## config.mk

```make
export PLATFORM = sky130hd
export DESIGN_NAME = bus_own_seq
export DESIGN_NICKNAME = d
export VERILOG_FILES = /design/src/rtl/bos_pkg.sv /design/src/rtl/bos_sync.sv /design/src/rtl/bos_settle_cnt.sv /design/src/rtl/bos_fsm.sv /design/src/rtl/bus_own_seq.sv
export SDC_FILE = /design/constraint.sdc
export NUM_CORES = 1
export LEC_CHECK = 0
export BUFFER_PORTS_ARGS = -buffer_cell sky130_fd_sc_hd__buf_2
export CAP_MARGIN = 20
export CORE_AREA = 2 2 39 41
export CTS_CLUSTER_DIAMETER = 200
export CTS_CLUSTER_SIZE = 28
export DETAILED_ROUTE_END_ITERATION = 6
export DIE_AREA = 0 0 41 43
export GPL_ROUTABILITY_DRIVEN = 0
export GPL_TIMING_DRIVEN = 0
export SYNTH_ARGS = -nofsm -noshare
export SYNTH_HDL_FRONTEND = slang
export SYNTH_HIERARCHICAL = 1
export SYNTH_SLANG_ARGS = --single-unit
```

## constraint.sdc

```tcl
create_clock -name clk_i -period 1.3 [get_ports clk_i]
set_input_delay 0.065 -clock clk_i [delete_from_list [all_inputs] [get_ports clk_i]]
set_output_delay 0.065 -clock clk_i [all_outputs]
set_load 0.05 [all_outputs]
```

## src/rtl/bos_pkg.sv

```systemverilog
package bos_pkg;

  typedef enum logic [2:0] {
    ST_IDLE     = 3'd0,
    ST_REQ      = 3'd1,
    ST_SETTLE   = 3'd2,
    ST_OWN      = 3'd3,
    ST_REL_CMD  = 3'd4,
    ST_REL_TRI  = 3'd5,
    ST_WAIT_ACK = 3'd6
  } bos_state_e;

  typedef struct packed {
    logic dma_req;
    logic master;
    logic cmd_oe;
    logic addr_oe;
    logic data_oe;
    logic cmd_quiet;
    logic grant;
  } bos_drv_t;

endpackage

```

## src/rtl/bos_sync.sv

```systemverilog
module bos_sync #(
  parameter int STAGES = 2
) (
  input  logic clk_i,
  input  logic rst_ni,
  input  logic d_i,
  output logic q_o
);

  logic [STAGES-1:0] chain_q;
  logic [STAGES-1:0] chain_d;

  generate
    for (genvar g = 0; g < STAGES; g++) begin : g_stage
      if (g == 0) begin : g_first
        assign chain_d[g] = d_i;
      end else begin : g_rest
        assign chain_d[g] = chain_q[g-1];
      end
    end
  endgenerate

  always_ff @(posedge clk_i or negedge rst_ni) begin
    if (!rst_ni) chain_q <= '0;
    else         chain_q <= chain_d;
  end

  assign q_o = chain_q[STAGES-1];

endmodule

```

## src/rtl/bos_settle_cnt.sv

```systemverilog
module bos_settle_cnt #(
  parameter int CLKS = 3
) (
  input  logic clk_i,
  input  logic rst_ni,
  input  logic en_i,
  output logic last_o
);

  localparam int CNT_W = (CLKS > 1) ? $clog2(CLKS) : 1;
  localparam logic [CNT_W-1:0] LAST = CNT_W'(CLKS - 1);

  logic [CNT_W-1:0] cnt_q;
  logic [CNT_W-1:0] cnt_d;

  always_comb begin
    cnt_d = cnt_q;
    if (!en_i)              cnt_d = '0;
    else if (cnt_q != LAST) cnt_d = cnt_q + 1'b1;
  end

  always_ff @(posedge clk_i or negedge rst_ni) begin
    if (!rst_ni) cnt_q <= '0;
    else         cnt_q <= cnt_d;
  end

  assign last_o = en_i && (cnt_q == LAST);

  a_r4_cnt_bounded: assert property (@(posedge clk_i) disable iff (!rst_ni)
    cnt_q <= LAST);

endmodule

```

## src/rtl/bos_fsm.sv

```systemverilog
module bos_fsm
  import bos_pkg::*;
#(
  parameter int SETTLE_CLKS = 3
) (
  input  logic     clk_i,
  input  logic     rst_ni,
  input  logic     eng_req_i,
  input  logic     eng_done_i,
  input  logic     ack_s_i,
  output bos_drv_t drv_o
);

  bos_state_e state_q;
  bos_state_e state_d;
  logic       settle_en;
  logic       settle_last;

  bos_settle_cnt #(
    .CLKS (SETTLE_CLKS)
  ) i_settle_cnt (
    .clk_i  (clk_i),
    .rst_ni (rst_ni),
    .en_i   (settle_en),
    .last_o (settle_last)
  );

  assign settle_en = (state_q == ST_SETTLE);

  always_comb begin
    state_d = state_q;
    unique case (state_q)
      ST_IDLE:     if (eng_req_i)   state_d = ST_REQ;
      ST_REQ:      if (ack_s_i)     state_d = ST_SETTLE;
      ST_SETTLE:   if (settle_last) state_d = ST_OWN;
      ST_OWN:      if (eng_done_i)  state_d = ST_REL_CMD;
      ST_REL_CMD:                   state_d = ST_REL_TRI;
      ST_REL_TRI:                   state_d = ST_WAIT_ACK;
      ST_WAIT_ACK: if (!ack_s_i)    state_d = ST_IDLE;
      default:                      state_d = ST_IDLE;
    endcase
  end

  always_ff @(posedge clk_i or negedge rst_ni) begin
    if (!rst_ni) state_q <= ST_IDLE;
    else         state_q <= state_d;
  end

  always_comb begin
    drv_o = '0;
    unique case (state_q)
      ST_REQ: begin
        drv_o.dma_req = 1'b1;
      end
      ST_SETTLE: begin
        drv_o.dma_req = 1'b1;
        drv_o.master  = 1'b1;
      end
      ST_OWN: begin
        drv_o.dma_req = 1'b1;
        drv_o.master  = 1'b1;
        drv_o.cmd_oe  = 1'b1;
        drv_o.addr_oe = 1'b1;
        drv_o.data_oe = 1'b1;
        drv_o.grant   = 1'b1;
      end
      ST_REL_CMD: begin
        drv_o.dma_req   = 1'b1;
        drv_o.master    = 1'b1;
        drv_o.cmd_oe    = 1'b1;
        drv_o.addr_oe   = 1'b1;
        drv_o.data_oe   = 1'b1;
        drv_o.cmd_quiet = 1'b1;
      end
      ST_REL_TRI: begin
        drv_o.master = 1'b1;
      end
      default: drv_o = '0;
    endcase
  end

  // master only follows a synchronised acknowledge
  a_r3_master_after_ack: assert property (@(posedge clk_i) disable iff (!rst_ni)
    $rose(drv_o.master) |-> $past(ack_s_i));

  // the DMA request only starts from an engine request
  a_r2_req_from_engine: assert property (@(posedge clk_i) disable iff (!rst_ni)
    $rose(drv_o.dma_req) |-> $past(eng_req_i));

  // quiet phase only follows engine done
  a_r5_quiet_after_done: assert property (@(posedge clk_i) disable iff (!rst_ni)
    $rose(drv_o.cmd_quiet) |-> $past(eng_done_i) && $past(drv_o.grant));

  // no new request while acknowledge still held
  a_r8_no_req_on_ack: assert property (@(posedge clk_i) disable iff (!rst_ni)
    (state_q == ST_WAIT_ACK && ack_s_i) |=> !drv_o.dma_req);

endmodule

```

## src/rtl/bus_own_seq.sv

```systemverilog
module bus_own_seq
  import bos_pkg::*;
#(
  parameter int SYNC_STAGES = 2,
  parameter int SETTLE_CLKS = 3
) (
  input  logic clk_i,
  input  logic rst_ni,
  input  logic eng_req_i,
  input  logic eng_done_i,
  output logic eng_grant_o,
  output logic mem16_o,
  output logic dma_req_o,
  input  logic dma_ack_i,
  output logic master_o,
  output logic cmd_oe_o,
  output logic cmd_quiet_o,
  output logic addr_oe_o,
  output logic data_oe_o
);

  localparam int AGE_W = $clog2(SETTLE_CLKS + 1) + 1;
  localparam logic [AGE_W-1:0] AGE_MAX = AGE_W'(SETTLE_CLKS);

  logic     ack_s;
  bos_drv_t drv;

  bos_sync #(
    .STAGES (SYNC_STAGES)
  ) i_ack_sync (
    .clk_i  (clk_i),
    .rst_ni (rst_ni),
    .d_i    (dma_ack_i),
    .q_o    (ack_s)
  );

  bos_fsm #(
    .SETTLE_CLKS (SETTLE_CLKS)
  ) i_fsm (
    .clk_i      (clk_i),
    .rst_ni     (rst_ni),
    .eng_req_i  (eng_req_i),
    .eng_done_i (eng_done_i),
    .ack_s_i    (ack_s),
    .drv_o      (drv)
  );

  assign dma_req_o   = drv.dma_req;
  assign master_o    = drv.master;
  assign cmd_oe_o    = drv.cmd_oe;
  assign addr_oe_o   = drv.addr_oe;
  assign data_oe_o   = drv.data_oe;
  assign cmd_quiet_o = drv.cmd_quiet;
  assign eng_grant_o = drv.grant;
  assign mem16_o     = 1'b1;

  // Checker state: clocks for which master has been held
  logic [AGE_W-1:0] master_age_q;
  logic [AGE_W-1:0] master_age_d;

  always_comb begin
    master_age_d = master_age_q;
    if (!master_o)                master_age_d = '0;
    else if (master_age_q != AGE_MAX) master_age_d = master_age_q + 1'b1;
  end

  always_ff @(posedge clk_i or negedge rst_ni) begin
    if (!rst_ni) master_age_q <= '0;
    else         master_age_q <= master_age_d;
  end

  a_r4_settle_before_drive: assert property (@(posedge clk_i) disable iff (!rst_ni)
    $rose(addr_oe_o) |-> master_age_q == AGE_MAX);

  a_r4_grant_needs_drivers: assert property (@(posedge clk_i) disable iff (!rst_ni)
    eng_grant_o |-> cmd_oe_o && addr_oe_o && data_oe_o && master_o);

  a_r6_tri_with_req_drop: assert property (@(posedge clk_i) disable iff (!rst_ni)
    $fell(addr_oe_o) |-> $fell(dma_req_o) && !cmd_oe_o && !data_oe_o && master_o
                          && $past(cmd_quiet_o));

  a_r7_master_after_tri: assert property (@(posedge clk_i) disable iff (!rst_ni)
    $fell(master_o) |-> $past(master_o) && !$past(addr_oe_o) && !$past(dma_req_o));

endmodule

```

After elaboration in Yosys (flattened, before gate mapping)
Cells that the tools add are included.

storage, ports and cells
  register bits after elaboration = 7
  input bits = 5
  output and inout port bits = 8
  logic and storage cells = 37

operators by class
  add/subtract/negate cells = 1
  eq/ne operators = 14
  muxes and demuxes = 13
  reduce and logical (&&, ||, !) cells = 6

operators with widths
  operator                                                                  count
  3-bit case mux with 7 select lines                                        1
  3-bit two-way mux                                                         6
  2-bit inequality test (second input constant)                             5
  3-bit == test (second input constant)                                     3
  4-bit OR reduction                                                        2
  3-bit by 2-bit == test with 1-bit output (second input constant)          2
  5-bit AND reduction                                                       1
  1-bit two-way mux                                                         4
  2-bit two-way mux                                                         2
  2-bit by 1-bit inequality test with 1-bit output (second input constant)  2
  3-bit by 1-bit == test with 1-bit output (second input constant)          1
  3-bit logical NOT                                                         1
  2-bit by 1-bit adder with 2-bit output (second input constant)            1
  2-bit == test (second input constant)                                     1
  2-bit OR reduction                                                        1
  1-bit logical AND                                                         1

Logic depth before layout (Yosys ltp)
Gate-level depths: netlist of run 1.

  depth after elaboration = 4
  gate-level depth with buffers = 6
  gate-level depth less buffers = 5

Cells and area by module
The synthesis of run 1 kept the hierarchy.

modules (own cells, without submodules)
  module          instances  cells an instance  area an instance (um^2)  seq. area each (um^2)
  bos_fsm         1          28                 217.7                    75.1
  bos_settle_cnt  1          10                 110.1                    50.0
  bos_sync        1          2                  50.0                     50.0
  bus_own_seq     1          2                  11.3                     0.0

Worst setup path after synthesis of run 1
OpenSTA, ideal clock, no wires.

  path kind = register to output
  from = reg i_fsm.state_q[2]
  to = out addr_oe_o
  arrival time = 2184 ps
  data required time = 1235 ps
  slack = -949 ps
  stages on the path, launching flop included = 6
  buffers on the path = 2
  path through = dfrtp_1 -> buf_2 -> nand2b_1 -> nor2_1 -> or2_1 -> buf_4

between the ends
  cells in the longest elaborated chain, start to end = 3
  elaborated cells between the ends (all ways) = 4
  those cells by class = eq/ne (2); mux (1); reduce/logical (1)

ends and longest elaborated chain
  item                                                                              line               source
  from (decl)                                                                       bos_fsm.sv:14      bos_state_e state_q;
  from (signal assigned)                                                            bos_fsm.sv:46      else state_q <= state_d;
  3-bit by 2-bit == test with 1-bit output / 3-bit == test (equally long branches)  bos_fsm.sv:51      unique case (state_q)
  2-bit OR reduction (no line) (*)                                                  --
  3-bit two-way mux (*)                                                             bos_fsm.sv:51
  to (decl)                                                                         bus_own_seq.sv:18  output logic addr_oe_o,

Every way passes the cells marked *; elsewhere a longest branch is shown, timed or not.

Worst setup path in the final report of run 1
  from = reg i_fsm.state_q[0]
  to = out cmd_oe_o

between the ends
  cells in the longest elaborated chain, start to end = 3
  elaborated cells between the ends (all ways) = 4
  those cells by class = eq/ne (2); mux (1); reduce/logical (1)

ends and longest elaborated chain
  item                                                                              line               source
  3-bit by 2-bit == test with 1-bit output / 3-bit == test (equally long branches)  bos_fsm.sv:51
  2-bit OR reduction (no line) (*)                                                  --
  3-bit two-way mux (*)                                                             bos_fsm.sv:51
  to (decl)                                                                         bus_own_seq.sv:16  output logic cmd_oe_o,

Marks and branches as above.

==> impl_summary.txt, run 1 <==
----------------------------------------------------
[Clock network]
  H-tree levels ... 1
  CTS tree ... yes
  Max clock buf depth ... 2
  Total number of clock tree sinks ... 7
  Clock transition at the register clock pins on the worst setup and hold paths after CTS ... 0.06 ns
  Num CTS Buffers ... 3
  Clock latency of the later-clocked register in the worst-skew pair ... 0.25 ns
  Clk Tree Root Cell ... clkbuf_4

[Flow run]
  Count of max-cap constraint violations ... 0

[Synth]
  Number of nets in the synthesized netlist ... 48
  Mean Syn Cell Area ... 9.26 sq um
  Number of standard cells after synthesis ... 42
  Number of synthesis warnings ... 6
  Number of synthesized register bits ... 7
  Number of different library cells in the post-synthesis netlist ... 20
  Sequential-to-total area share from yosys stat ... 45.0%
  Mapped Area ... 389 sq um

[Global routing]
  First-pass GRT wire length ... 1320 microns
  Number of global-route vias before repair ... 332
  Initial antenna violation count ... 0
  Overflow left after global routing ... 0
  Maximum number of pins on one net before global-route repair ... 8
  Total Routing Usage GR ... 11.6%

[Routing]
  Violation count after the first detailed-route iteration ... 2
  Number of DRC violations after detailed routing ... 0
  Final antenna-violating net count ... 0
  Post-Route WL ... 864 microns
  Via count normalized by instance count ... 4.46
  Length of the first detailed-routing pass in iterations ... 4
  Count of vias placed by the detailed router ... 370
  Post-DR wirelength/cell ... 10.4 microns

[Run status]
  Violations in the final reports ... negative setup slack
  Result of the run ... complete, but fails checks

[Worst setup path]
  Arr. time, crit path ... 1.39 ns
  Setup crit end kind ... output port
  Setup slack of the worst register-to-register path ... 0.04 ns
  Worst r2r src ... i_fsm/state_q[2]
  Critical Path Fanout Max ... 3
  Worst Setup Start Kind ... flip-flop
  Worst endpoint required time ... 1.24 ns
  Terminus of the critical flop-to-flop path ... i_fsm/state_q[0]
  Kind of critical path ... flip-flop to output port
  Path depth of the worst reg2reg path ... 6

[STA]
  Final setup vio count ... 5
  Number of max-slew violations in the final report ... 0
  Final period demand of the worst path ... 1.45 ns
  Maximum frequency from static timing analysis ... 0.688 GHz
  Clock skew after layout ... 0.00596 ns
  Fin. Hold Viols ... 0
  Unrepaired setup endpoints after global routing ... true
  Setup ws final ... -0.154 ns
  Period Utilization, post-route ... 112%
  Worst hold slack after final layout ... 0.0674 ns

[Hold path]
  Class of the tightest hold or removal check ... input port to flip-flop
  Hold Crit Start ... eng_done_i
  Worst Hold Depth ... 2
  Hold Crit Endpoint ... i_fsm/state_q[2]

[Floorplanning]
  Starting density of the core ... 28.1%
  Placement row count ... 14
  Floorplan die height ... 43 microns
  Overall die area ... 1760 sq um
  Number of top-level pins ... 13
  Core box area ... 1380 sq um
  Die Width ... 41 microns

[Layout]
  Fraction of the core area covered by cells at the end of the flow ... 48.6%
  Antenna Cells ... 0
  Number of nets in the final layout ... 74
  Layout Area Growth over Synthesis ... 72.7%
  Filler cell count in the final layout ... 137
  Ratio of cells with drive above 1 in the final layout ... 55.2%

[Placed design]
  DPL Wire Length ... 525 microns
  Number of I/O port buffers ... 11

----------------------------------------------------
## Yosys cell counts (all sizes together)
library cell / count / share of area [%]
a21boi: 1 / 2.9
a22o: 1 / 2.3
and2: 3 / 5.1
buf: 5 / 8.4
conb: 1 / 0.96
dfrtp: 7 / 45
ha: 1 / 3.2
inv: 3 / 2.9
nand2: 2 / 1.9
nand2b: 2 / 3.2
nand3: 1 / 1.3
nor2: 3 / 2.9
o21ai: 5 / 6.4
o22ai: 1 / 1.6
o31ai: 1 / 1.9
or2: 2 / 3.2
xnor2: 2 / 4.5
xor2: 1 / 2.3
## worst max path at each step
stage	startpoint	endpoint	slack, ns	depth (start not counted)
3_3_place_gp	i_fsm/state_q[1]	addr_oe_o	-0.12	5
3_5_place_dp	i_fsm/state_q[1]	cmd_oe_o	-0.13	5
6_report	i_fsm/state_q[0]	cmd_oe_o	-0.15	6
5_1_grt	i_fsm/state_q[2]	cmd_oe_o	-0.19	5
2_1_floorplan	i_fsm/state_q[2]	addr_oe_o	-0.20	5
4_1_cts	i_fsm/state_q[0]	cmd_oe_o	-0.19	6
## cell families (layout without fill, tap and decap cells)
kind of cell | Yosys count | after routing | share of synthesized area [%]
adder cells (fa/ha/maj) | 1 | 1 | 3.21
buffers and inverters | 8 | 33 | 11.3
AO/OA/AOI/OAI | 9 | 9 | 15.1
other | 1 | 1 | 0.964
AND/OR/NAND/NOR | 13 | 13 | 17.7
XOR/XNOR | 3 | 3 | 6.75
flip-flops | 7 | 7 | 45.0
## through the flow
step	setup WS [ns]	TNS (ns)	std cells	cell area, sq um
after floorplan	-0.197	-0.554	42	429
after global placement	-0.118	-0.256	69	504
after detailed placement	-0.134	-0.301	69	504
after CTS	-0.186	-0.542	80	629
after global routing	-0.186	-0.745	83	672
final	-0.154	-0.479	83	672
## registers in the layout, summed over array words and instances (netlist names)
signal                    flops
i_fsm/state_q                 3
i_ack_sync/chain_q            2
i_fsm/i_settle_cnt/cnt_q      2
## timing repair
action                                 4_1_cts  5_1_grt
endpoints found under the hold margin        8        0
setup endpoints to repair                    6        8
gates cloned                                 0        0
pin swaps                                    1        5
resized for setup                           15        7
hold buffers                                 2        0
setup buffers                                5        4
## metal layers
metal | wire length (microns) | share of wire (%) | global-route usage, %
met1 | 362 | 42 | 13.6
met2 | 452 | 52 | 17.2
met3 | 46 | 5.3 | 1.57
met4 | 4 | 0.46 | 10.0
met5 | 0 | 0 | 0
## layout by cell type, fill, tap and decap left out, drive strengths merged, types with 2 or more instances in the layout
cell	n
o21ai	5
nor2	3
nand2b	2
xnor2	2
clkbuf	4
and2	3
inv	3
nand2	2
or2	2
dfrtp	7
buf	24
dlygate4sd3	2
## critical path, cell delays in order, from the launching register on
cell     delay [ns]
dfrtp_1        0.34
buf_6          0.12
nor2_4         0.03
and2_4         0.13
or2_4          0.25
buf_8          0.12
buf_8          0.14
## area by class of cell
cell class | count | area, sq um | area share [%]
multi-input combinational | 27 | 205 | 30.5
tap | 16 | 20.0 | 2.98
buffer | 4 | 48.8 | 7.26
inverter | 3 | 13.8 | 2.05
timing repair buffer | 22 | 181 | 27.0
clock buffer | 4 | 26.3 | 3.91
sequential | 7 | 176 | 26.3
Power of run 1 is left out: the tool's default activity adds up to more than one toggle a clock period on the data nets, which glitch-free logic cannot reach.
==> run 2, diff against run 1 <==
==> constraint.sdc (replaced) <==
create_clock -name clk_i -period 1.8 [get_ports clk_i]
set_input_delay 0.27 -clock clk_i [delete_from_list [all_inputs] [get_ports clk_i]]
set_output_delay 0.27 -clock clk_i [all_outputs]
set_load 0.05 [all_outputs]
==> run 2 against run 1 <==
Compared with the run above: the run now ends clean; clock skew shrank 0.0039 ns; critical path depth is the same; die area unchanged; first-iteration DRC count grew 50%; global-route usage is 1.6 points lower; via count decreased by 9.7%; count of clock-buffer cells in the layout unchanged; critical path type unchanged; critical endpoint is now addr_oe_o.
==> impl_summary.txt, run 2 (synthesis results as in run 1) <==
----------------------------------------------------
[Global routing]
  Initial antenna violation count ... 0
  Overflow left after global routing ... 0
  Maximum number of pins on one net before global-route repair ... 10
  Total Routing Usage GR ... 9.94%
  First-pass GRT wire length ... 1100 microns
  Number of global-route vias before repair ... 287

[Worst setup path]
  Critical Path Fanout Max ... 3
  Kind of critical path ... flip-flop to output port
  Path depth of the worst reg2reg path ... 6
  Setup slack of the worst register-to-register path ... 0.50 ns
  Setup crit end kind ... output port
  Arr. time, crit path ... 1.43 ns
  Worst endpoint required time ... 1.53 ns
  Worst Setup Start Kind ... flip-flop

[Floorplanning]
  Starting density of the core ... 28.1%
  Core box area ... 1380 sq um
  Overall die area ... 1760 sq um
  Number of top-level pins ... 13
  Die Width ... 41 microns
  Floorplan die height ... 43 microns
  Placement row count ... 14

[Clock network]
  H-tree levels ... 1
  Total number of clock tree sinks ... 7
  Clock latency of the later-clocked register in the worst-skew pair ... 0.25 ns
  CTS tree ... yes
  Max clock buf depth ... 2
  Num CTS Buffers ... 3
  Clock transition at the register clock pins on the worst setup and hold paths after CTS ... 0.05 ns
  Clk Tree Root Cell ... clkbuf_4

[Routing]
  Post-DR wirelength/cell ... 8.99 microns
  Count of vias placed by the detailed router ... 334
  Via count normalized by instance count ... 4.28
  Violation count after the first detailed-route iteration ... 3
  Number of DRC violations after detailed routing ... 0
  Post-Route WL ... 701 microns
  Length of the first detailed-routing pass in iterations ... 4
  Final antenna-violating net count ... 0

[Layout]
  Layout Area Growth over Synthesis ... 48.2%
  Number of nets in the final layout ... 69
  Biggest regs ... i_fsm/state_q x3, i_ack_sync/chain_q x2, i_fsm/i_settle_cnt/cnt_q x2
  Ratio of cells with drive above 1 in the final layout ... 48.4%
  Antenna Cells ... 0
  Filler cell count in the final layout ... 146
  Final cell area excluding filler cells ... 577 sq um
  Most common cell after layout, fill and taps aside ... buf_2
  Register ranked first by flip-flop count ... i_fsm/state_q
  Most used cells in the layout excluding fill and tap cells ... 9 x buf_2, 8 x buf_4, 6 x dfrtp_1, 5 x o21ai_0
  Max FFs per register ... 3

[STA]
  Clock skew after layout ... 0.00209 ns
  Period Utilization, post-route ... 94.2%
  Final setup vio count ... 0
  Unrepaired setup endpoints after global routing ... false
  Maximum frequency from static timing analysis ... 0.590 GHz
  Fin. Hold Viols ... 0
  Final period demand of the worst path ... 1.70 ns
  Total negative slack for setup checks ... 0 ns
  Number of max-slew violations in the final report ... 0

[Placed design]
  Placement-stage cell area ... 475 sq um
  Number of I/O port buffers ... 11

[Hold path]
  Class of the tightest hold or removal check ... input port to flip-flop
  Worst Hold Depth ... 1

[Flow run]
  Count of max-cap constraint violations ... 0

[Run status]
  Result of the run ... finished clean

----------------------------------------------------
## run 2: cell count changes in the layout (fill, tap and decap cells not counted), sizes merged
| cell | previous run | this run |
|---|---|---|
| buf | 24 | 20 |
| dlygate4sd3 | 2 | 1 |
## run 2: worst max-delay path: stages (launching register included)
cell and delay (ns):
dfrtp_2 0.41, buf_4 0.15, nand2b_4 0.08, nor2_4 0.04, or2_4 0.23, buf_4 0.14
buf_8 0.14
## run 2: through the flow
step	cells	setup slack, ns	utilization (%)	hold WS, ns
5_1_grt	78	0.0201	41.7	0.111
2_1_floorplan	42	0.0190	-	-0.0256
3_3_place_gp	69	0.228	34.4	0.109
6_report	78	0.104	41.7	0.128
4_1_cts	77	0.0134	39.8	0.113
3_5_place_dp	69	0.225	34.4	0.113
## run 2: layout make-up
class	instances	area, sq um	area share, %
clock buffer	4	26.3	4.56
tap	16	20.0	3.47
timing repair buffer	16	111	19.3
sequential	7	176	30.6
multi-input combinational	27	190	33.0
buffer	5	41.3	7.16
inverter	3	11.3	1.95
## run 2: routing by layer
metal | track usage [%] | up-vias | share of wire (%)
met5 | 0 | - | 0
met4 | 10.0 | 0 | 0
met3 | 3.14 | 0 | 6.8
met2 | 14.4 | 11 | 48
met1 | 10.3 | 150 | 45
li1 | - | 173 | -
## run 2: final timing paths
path,startpoint,end
min in group asynchronous,rst_ni,i_fsm/state_q[2]
min reg2reg,i_ack_sync/chain_q[0],i_ack_sync/chain_q[1]
min,dma_ack_i,i_ack_sync/chain_q[0]
max,i_fsm/state_q[1],addr_oe_o
max reg2reg,i_fsm/state_q[2],i_fsm/state_q[0]
max in group asynchronous,rst_ni,i_fsm/state_q[1]
## run 2: repair_timing
| item | in CTS | in global routing |
|---|---|---|
| setup buffers | 3 | 1 |
| hold buffers | 1 | 0 |
| setup endpoints to repair | 2 | 2 |
| cloned | 0 | 0 |
| hold endpoints to repair | 7 | 0 |
| gates resized for setup | 5 | 7 |
Power of run 2 is left out for the same reason.
